$ cat src/rtl/spi_erase_pkg.sv
package spi_erase_pkg;
   localparam logic [7:0] ERASE_OPCODE = 8'h81;
   localparam int         FRAME_BITS   = 32;
   localparam int         ADDR_BITS    = 24;

   typedef enum logic [2:0] {
      SQ_IDLE,
      SQ_ERASE,
      SQ_TAIL,
      SQ_GAP,
      SQ_POLL,
      SQ_EVAL
   } seq_state_t;
endpackage

$ cat src/rtl/spi_erase_tick.sv
module spi_erase_tick #(
   parameter int DIV = 4
) (
   input  logic clk,
   input  logic rst_n,
   input  logic run,
   output logic tick
);
   initial begin
      if (DIV < 1) $error("DIV must be at least 1");
   end

   generate
      if (DIV == 1) begin : g_every
         always_ff @(posedge clk or negedge rst_n) begin
            if (!rst_n) tick <= 1'b0;
            else        tick <= run;
         end
      end else begin : g_count
         localparam int CW = $clog2(DIV);
         logic [CW-1:0] cnt;
         always_ff @(posedge clk or negedge rst_n) begin
            if (!rst_n) begin
               cnt  <= '0;
               tick <= 1'b0;
            end else if (!run) begin
               cnt  <= '0;
               tick <= 1'b0;
            end else if (cnt == CW'(DIV - 1)) begin
               cnt  <= '0;
               tick <= 1'b1;
            end else begin
               cnt  <= cnt + 1'b1;
               tick <= 1'b0;
            end
         end
      end
   endgenerate
endmodule

$ cat src/rtl/spi_erase_shift.sv
module spi_erase_shift #(
   parameter int FRAME_W = 32,
   localparam int NBW = $clog2(FRAME_W + 1)
) (
   input  logic               clk,
   input  logic               rst_n,
   input  logic               tick,
   input  logic               load,
   input  logic [FRAME_W-1:0] frame,
   input  logic [NBW-1:0]     nbits,
   input  logic               miso,
   output logic               sclk,
   output logic               mosi,
   output logic               rx_top,
   output logic               fin
);
   logic [FRAME_W-1:0] sr;
   logic [NBW-1:0]     left;
   logic               act;
   logic [7:0]         rx;

   assign rx_top = rx[7];

   always_ff @(posedge clk or negedge rst_n) begin
      if (!rst_n) begin
         sr   <= '0;
         left <= '0;
         act  <= 1'b0;
         sclk <= 1'b1;
         mosi <= 1'b0;
         rx   <= '0;
         fin  <= 1'b0;
      end else begin
         fin <= 1'b0;
         if (load) begin
            sr   <= frame;
            left <= nbits;
            act  <= 1'b1;
            sclk <= 1'b1;
            mosi <= 1'b0;
         end else if (tick && act) begin
            if (sclk) begin
               sclk <= 1'b0;
               mosi <= sr[FRAME_W-1];
               sr   <= {sr[FRAME_W-2:0], 1'b0};
            end else begin
               sclk <= 1'b1;
               rx   <= {rx[6:0], miso};
               left <= left - 1'b1;
               if (left == NBW'(1)) begin
                  act <= 1'b0;
                  fin <= 1'b1;
               end
            end
         end
      end
   end

   // an idle shifter leaves the clock high
   a_r9_shift_rest: assert property (@(posedge clk) disable iff (!rst_n)
      fin |-> sclk);
endmodule

$ cat src/rtl/spi_page_erase.sv
module spi_page_erase
   import spi_erase_pkg::*;
#(
   parameter int          DIV       = 4,
   parameter int          PAGE_W    = 11,
   parameter int          PAGE_LSB  = 9,
   parameter logic [7:0]  STAT_OP   = 8'hD7,
   parameter int          MAX_POLLS = 16384
) (
   input  logic              clk,
   input  logic              rst_n,
   input  logic              start,
   input  logic [PAGE_W-1:0] page,
   output logic              busy,
   output logic              done,
   output logic              timeout_err,
   output logic              cs_n,
   output logic              sclk,
   output logic              mosi,
   input  logic              miso
);
   localparam int PCW = $clog2(MAX_POLLS + 1);
   localparam int NBW = $clog2(FRAME_BITS + 1);

   initial begin
      if (PAGE_W < 1 || PAGE_LSB < 0 || PAGE_LSB + PAGE_W > ADDR_BITS)
         $error("page field does not fit the address");
      if (MAX_POLLS < 1) $error("MAX_POLLS must be at least 1");
   end

   seq_state_t             st;
   logic                   in_poll;
   logic [PCW-1:0]         polls;
   logic                   tick, load, fin, rdy;
   logic [ADDR_BITS-1:0]   addr_w;
   logic [FRAME_BITS-1:0]  frame;
   logic [NBW-1:0]         nbits;

   always_comb begin
      addr_w = '0;
      addr_w[PAGE_LSB +: PAGE_W] = page;
   end

   always_comb begin
      load  = (st == SQ_IDLE && start) || (st == SQ_GAP && tick);
      frame = (st == SQ_IDLE) ? {ERASE_OPCODE, addr_w} : {STAT_OP, {ADDR_BITS{1'b0}}};
      nbits = (st == SQ_IDLE) ? NBW'(FRAME_BITS) : NBW'(16);
   end

   spi_erase_tick #(.DIV(DIV)) u_tick (
      .clk(clk), .rst_n(rst_n), .run(st != SQ_IDLE), .tick(tick)
   );

   spi_erase_shift #(.FRAME_W(FRAME_BITS)) u_shift (
      .clk(clk), .rst_n(rst_n), .tick(tick), .load(load), .frame(frame),
      .nbits(nbits), .miso(miso), .sclk(sclk), .mosi(mosi),
      .rx_top(rdy), .fin(fin)
   );

   always_ff @(posedge clk or negedge rst_n) begin
      if (!rst_n) begin
         st          <= SQ_IDLE;
         busy        <= 1'b0;
         done        <= 1'b0;
         timeout_err <= 1'b0;
         cs_n        <= 1'b1;
         polls       <= '0;
         in_poll     <= 1'b0;
      end else begin
         done <= 1'b0;
         case (st)
            SQ_IDLE: if (start) begin
               st          <= SQ_ERASE;
               busy        <= 1'b1;
               timeout_err <= 1'b0;
               cs_n        <= 1'b0;
               polls       <= '0;
               in_poll     <= 1'b0;
            end
            SQ_ERASE, SQ_POLL: if (fin) st <= SQ_TAIL;
            SQ_TAIL: if (tick) begin
               cs_n <= 1'b1;
               st   <= in_poll ? SQ_EVAL : SQ_GAP;
            end
            SQ_GAP: if (tick) begin
               cs_n    <= 1'b0;
               in_poll <= 1'b1;
               st      <= SQ_POLL;
            end
            SQ_EVAL: begin
               if (rdy) begin
                  done <= 1'b1;
                  busy <= 1'b0;
                  st   <= SQ_IDLE;
               end else if (polls == PCW'(MAX_POLLS - 1)) begin
                  timeout_err <= 1'b1;
                  busy        <= 1'b0;
                  st          <= SQ_IDLE;
               end else begin
                  polls <= polls + 1'b1;
                  st    <= SQ_GAP;
               end
            end
            default: st <= SQ_IDLE;
         endcase
      end
   end

   // the flash is selected only during a sequence
   a_r1_select_in_seq: assert property (@(posedge clk) disable iff (!rst_n)
      !cs_n |-> busy);
   // clock rests high while deselected
   a_r9_rest_high: assert property (@(posedge clk) disable iff (!rst_n)
      cs_n |-> sclk);
   // clock moves only while selected
   a_r9_clock_selected: assert property (@(posedge clk) disable iff (!rst_n)
      !$stable(sclk) |-> !cs_n);
   // data held through the high phase of the serial clock
   a_r3_mosi_hold: assert property (@(posedge clk) disable iff (!rst_n)
      (!cs_n && sclk && $past(sclk) && !$past(cs_n)) |-> $stable(mosi));
   // completion lasts one clock with the flash released
   a_r6_done_single: assert property (@(posedge clk) disable iff (!rst_n)
      done |=> !done);
   a_r6_done_released: assert property (@(posedge clk) disable iff (!rst_n)
      done |-> (!busy && cs_n));
   // timeout and completion never coincide
   a_r7_exclusive: assert property (@(posedge clk) disable iff (!rst_n)
      !(done && timeout_err));
endmodule

$ cat config.mk
export PLATFORM = sky130hd
export DESIGN_NAME = spi_page_erase
export DESIGN_NICKNAME = d
export VERILOG_FILES = /design/src/rtl/spi_erase_pkg.sv /design/src/rtl/spi_erase_tick.sv /design/src/rtl/spi_erase_shift.sv /design/src/rtl/spi_page_erase.sv
export SDC_FILE = /design/constraint.sdc
export NUM_CORES = 1
export LEC_CHECK = 0
export BUFFER_PORTS_ARGS = -buffer_cell sky130_fd_sc_hd__buf_2
export CAP_MARGIN = 20
export CORE_MARGIN = 4
export CORE_UTILIZATION = 30
export DETAILED_ROUTE_END_ITERATION = 12
export SLEW_MARGIN = 5
export SYNTH_ARGS = -nofsm -noshare
export SYNTH_HDL_FRONTEND = slang
export SYNTH_SLANG_ARGS = --single-unit
$ cat constraint.sdc
create_clock -name clk -period 2.6 [get_ports clk]
set_input_delay 0.39 -clock clk [delete_from_list [all_inputs] [get_ports clk]]
set_output_delay 0.39 -clock clk [all_outputs]
set_load 0.005 [all_outputs]
# Word level (Yosys, flattened, before mapping)
# Index checks and enable logic that the tools add are counted.
dict set report op_classes {
  n_reduce_logical 23
  add_sub_neg 3
  n_eq_ne 17
  bitwise 2
  mux 52
}
# operator n
set ops {}
lappend ops {{32-bit two-way mux} 3}
lappend ops {{15-bit two-way mux} 3}
lappend ops {{31-bit two-way mux} 1}
lappend ops {{15-bit case mux with 2 select lines} 1}
lappend ops {{1-bit two-way mux} 26}
lappend ops {{6-bit two-way mux} 4}
lappend ops {{4-bit AND reduction} 4}
lappend ops {{15-bit by 1-bit adder with 15-bit output (second input constant)} 1}
lappend ops {{15-bit by 14-bit equality test with 1-bit output (second input constant)} 1}
lappend ops {{3-bit two-way mux} 5}
lappend ops {{3-bit case mux with 5 select lines} 1}
lappend ops {{3-bit AND reduction} 4}
lappend ops {{2-bit != test (second input constant)} 5}
lappend ops {{2-bit nonzero test} 5}
lappend ops {{2-bit two-way mux} 4}
lappend ops {{3-bit by 2-bit equality test with 1-bit output (second input constant)} 2}
lappend ops {{3-bit equality test (second input constant)} 2}
lappend ops {{6-bit by 1-bit equality test with 1-bit output (second input constant)} 1}
lappend ops {{2-bit by 1-bit != test with 1-bit output (second input constant)} 3}
lappend ops {{1-bit case mux with 2 select lines} 3}
lappend ops {{3-bit nonzero test} 2}
lappend ops {{6-bit by 1-bit subtractor with 6-bit output (second input constant)} 1}
lappend ops {{2-bit AND reduction} 2}
lappend ops {{3-bit by 1-bit equality test with 1-bit output (second input constant)} 1}
lappend ops {{other kinds (9)} 12}
dict set report word_totals {
  ff_bits 76
  inputBits 15
  word_cells 113
  out_inout_bits 6
}

# Depth between registers and ports, before layout
dict set report depth {
  word_depth 5
  ltp_mapped 7
  depth_no_buf 5
}

# Cells and area by module
# Synthesis repeated with hierarchy kept, for this count alone.
dict set report hier_totals {
  hier_cells 370
  hier_area_um2 3807.4
}
# mod area_each_um2 cells_per_inst n_inst seq_area_each_um2
set by_module_without_submodules {}
lappend by_module_without_submodules {spi_erase_shift 2289.7 208 1 1252.5}
lappend by_module_without_submodules {spi_page_erase 1403.8 155 1 576.8}
lappend by_module_without_submodules {spi_erase_tick 113.9 7 1 75.1}

# Worst setup path before layout
# No wires, ideal clock.
dict set report synth_timing {
  path_type {register to register}
  startpoint {register polls[0]}
  endpoint {register polls[0]}
  synth_period_minus_slack_ps 1758
  t_required_ps 2475
  stages_incl_launch_ff 6
  setup_time_ps 125
  slack_ps 842
  arrival_time_ps 1633
  path_buffers 0
  cell_sequence {dfrtp_1 > ha_1 > nand3_1 > nor4_1 > nor3_1 > mux2_2}
}
dict set report synth_via {
  elab_chain_cells 4
  elab_cells_between_ends 7
  classes_between {1 x add/sub; 2 x eq/ne; 3 x mux; 1 x reduce/logical}
}
# item line
set synth_lines {}
lappend synth_lines {{start, declared} spi_page_erase.sv:33} ;# logic [PCW-1:0] polls;
lappend synth_lines {{start signal, assigned} spi_page_erase.sv:100} ;# polls <= polls + 1'b1;
lappend synth_lines {{15-bit by 1-bit adder with 15-bit output} spi_page_erase.sv:100}
lappend synth_lines {{15-bit two-way mux} spi_page_erase.sv:95} ;# end else if (polls == PCW'(MAX_POLLS - 1)) begin
lappend synth_lines {{15-bit two-way mux} spi_page_erase.sv:91} ;# if (rdy) begin
lappend synth_lines {{15-bit case mux with 2 select lines} spi_page_erase.sv:71} ;# case (st)
# Parallel ways exist; a longest one is shown, timed or not. The select of a mux whose other input is x is not followed.
# A chain may end at the register's enable or synchronous reset.

# Final worst setup path
dict set report layout_timing {
  startpoint {register st[2]}
  endpoint {register polls[13]}
}
dict set report layout_via {
  elab_chain_cells 3
  elab_cells_between_ends 8
  classes_between {4 x eq/ne; 1 x mux; 3 x reduce/logical}
}
# item line
set layout_lines {}
lappend layout_lines {{start, declared} spi_page_erase.sv:31} ;# seq_state_t st;
lappend layout_lines {{start signal, assigned} spi_page_erase.sv:83} ;# st <= in_poll ? SQ_EVAL : SQ_GAP;
lappend layout_lines {{3-bit equality test / 3-bit logical NOT (equally long branches)} spi_page_erase.sv:71}
lappend layout_lines {{2-bit != test (no source line) / 2-bit nonzero test (equally long branches)} -}
lappend layout_lines {{4-bit AND reduction (no source line)} -}
# Parallel ways exist; a longest one is shown, timed or not.

==> results.sh <==
export IMPL_outcome="finished clean"
export IMPL_seq_area_frac_synth_pct=51.83
export IMPL_grt_pass1_wl_um=11900
export IMPL_chipWidth_um=111.9
export IMPL_cts_path_max_buffers=2
export IMPL_synth_largest_area_cell="dfrtp_1"
export IMPL_dieHeight_um=111.9
export IMPL_async_flop_share_pct=100.0
export IMPL_synth_edf_count=0
export IMPL_crit_type="reg -> reg"
export IMPL_cp_start_kind="flip-flop"
export IMPL_cp_arrival_ps=2460
export IMPL_synth_area_mm2=0.003239
export IMPL_rsz0062_at_grt="false"
export IMPL_area_growth_pct=15.33
export IMPL_final_max_slew_viol_count=0
export IMPL_wl_per_cell_um=13.28
export IMPL_avgViaCountPerCell=5.040
export IMPL_yosys_warnings=0
export IMPL_fillers=1067
export IMPL_die_area_mm2=0.01252
export IMPL_antenna_cells=0
export IMPL_cts_sinks=67
export IMPL_worst_pin_slew_ps=881.2
export IMPL_setup_tns_final_ps=0
export IMPL_maxCapViolations=0
export IMPL_io_pins=21
export IMPL_post_cts_resized=0
export IMPL_place_area_mm2=0.003510
export IMPL_timing_final_crit_share_pct=84.28
export IMPL_cp_end_kind="flip-flop"
export IMPL_synth_cell_types=47
export IMPL_clock_root_buffer="clkbuf_8"
export IMPL_grt_pass1_vias=2508
export IMPL_synth_seq_cells=67
export IMPL_gr_usage_all_layers_pct=11.54
export IMPL_ys_flop_type="dfrtp_1"
export IMPL_antenna_found_initial=0
export IMPL_fin_skew_ps=8.726
export IMPL_hold_viol_final=0
export IMPL_routed_wirelength_um=6586
export IMPL_avgSynthCellArea_um2=9.728
export IMPL_start_util_pct=31.10
export IMPL_dp_hpwl_um=4512
export IMPL_cp_max_fo=14
export IMPL_grt_overflow=0
export IMPL_syn_num_nets=352
export IMPL_layout_drive_gt1_share_pct=18.89
export IMPL_cts_buffers=9
export IMPL_fp_row_count=37
export IMPL_clkSlewWorstSetupHoldPaths_ps=70
export IMPL_period_minus_slack_ps=2191
export IMPL_ant_nets=0
export IMPL_hold_buffers=0
export IMPL_drc=0
export IMPL_worstPathRequired_ps=2870
export IMPL_dr_pass1_iters=4
export IMPL_cellPowerDensity_mw_per_mm2=982.1
export IMPL_synth_top_area_share_pct=50.21
export IMPL_clk_latency_ps=350
export IMPL_gp_congestion=0.8414
export IMPL_htreeDepth=3
export IMPL_slew_headroom_pct=41.25
export IMPL_num_vias=2500
export IMPL_fin_area_mm2=0.003736
export IMPL_irDropWorstVdd_uv=603.1
export IMPL_setup_violations=0
export IMPL_min_path_type="in -> async"
export IMPL_coreArea_mm2=0.01042
export IMPL_drtIter0Drc=123
export IMPL_post_cts_buffers=0
export IMPL_syn_inst=333
export IMPL_io_buffers=20
export IMPL_power_leakage_nw=1.616
export IMPL_yosys_top_cells_area="dfrtp_1 (50%), a21oi_1 (6.8%), nand2_1 (6.6%), mux2_2 (3.1%), nor3_1 (2.2%)"
export IMPL_nNetsFinal=374
export IMPL_tritoncts="built"
export IMPL_fmax_mhz=456.4
export IMPL_grt_max_degree=41
-- logic make-up after synthesis --
kind of cell | share of synthesized area [%]
XOR/XNOR | 1.082
flip-flops | 51.83
adder cells (fa/ha/maj) | 1.545
AO/OA/AOI/OAI | 16.80
buffers and inverters | 2.781
multiplexers | 4.983
AND/OR/NAND/NOR | 20.97
-- power by group --
group / internal (mW) / switching (mW)
Sequential: 1.35 / 0.244
Combinational: 0.478 / 0.621
Clock: 0.571 / 0.409
-- layer usage --
metal / vias up / part of all wire, % / GRT usage (%)
li1: 1246 / - / -
met1: 1199 / 49 / 14.70
met2: 44 / 45 / 18.15
met3: 11 / 4.6 / 4.076
met4: 0 / 1.5 / 4.136
met5: - / 0 / 0
-- worst max-delay path: stages (launching register included) --
cell,delay [ps]
dfrtp_1,630
and4bb_1,530
o2111ai_2,220
or4_1,550
a21oi_1,170
-- registers in the layout, summed over array words and instances, names as in the netlist, 2 cells and up --
name                cells
u_shift.rx              8
polls                  15
st                      3
u_tick.g_count.cnt      2
u_shift.sr             23
u_shift.left            6
-- layout by cell type, fill, tap and decap left out, types with 9 or more instances in the layout --
master    instances
nor2_1           11
buf_2            20
mux2_2            9
clkbuf_8         10
dfrtp_1          65
nand3_1          10
a31oi_1          11
nor3_1           14
nand2_1          57
a21oi_1          44
buf_4            10
-- through the flow --
step           hold slack [ps]  power, mW  util [%]  cells  setup WS (ps)
2_1_floorplan            94.41      2.418         -    333          841.9
3_3_place_gp             426.0      2.675     33.69    480          517.5
3_5_place_dp             436.0      2.718     33.69    480          460.1
4_1_cts                  188.2      3.708     35.87    496          426.0
5_1_grt                  221.7      3.947     35.87    496          237.2
6_report                 157.3      3.669     35.87    496          408.8
-- path summary, 6_finish.rpt --
kind / to / cells past startpoint / from / slack (ps)
max in group asynchronous: u_shift.sr[11] / 2 / rst_n / 1760
min: polls[12] / 1 / rst_n / 160
min reg2reg: u_tick.g_count.cnt[0] / 1 / u_tick.g_count.cnt[0] / 450
max reg2reg: polls[13] / 4 / st[2] / 410
max: polls[13] / 4 / st[2] / 410
min in group clk: u_shift.sr[9] / 3 / page[0] / 250
-- final cells by class --
class	count	area, um2	share of cell area, %
Tap cell	136	170.2	4.555
Inverter	4	15.01	0.4019
Sequential cell	67	1679	44.94
Timing Repair Buffer	30	175.2	4.689
Clock buffer	11	141.4	3.784
Multi-Input combinational cell	243	1470	39.35
Clock inverter	5	85.08	2.277
-- cell usage after synthesis (all sizes together) (4+ instances only) --
library cell and instances:
clkbuf 16, mux2i 6, nor4 4, a21o 5
o2111ai 5, o21ai 8, o31ai 4, a31oi 11
and3 5, a21oi 45, or4 4, nand3 10
dfrtp 65, ha 4, inv 4, mux2 9
or2 5, nor2 11, nand3b 4, nand2 57
nor3 14
Note: power is estimated with default switching activity, not from simulation.
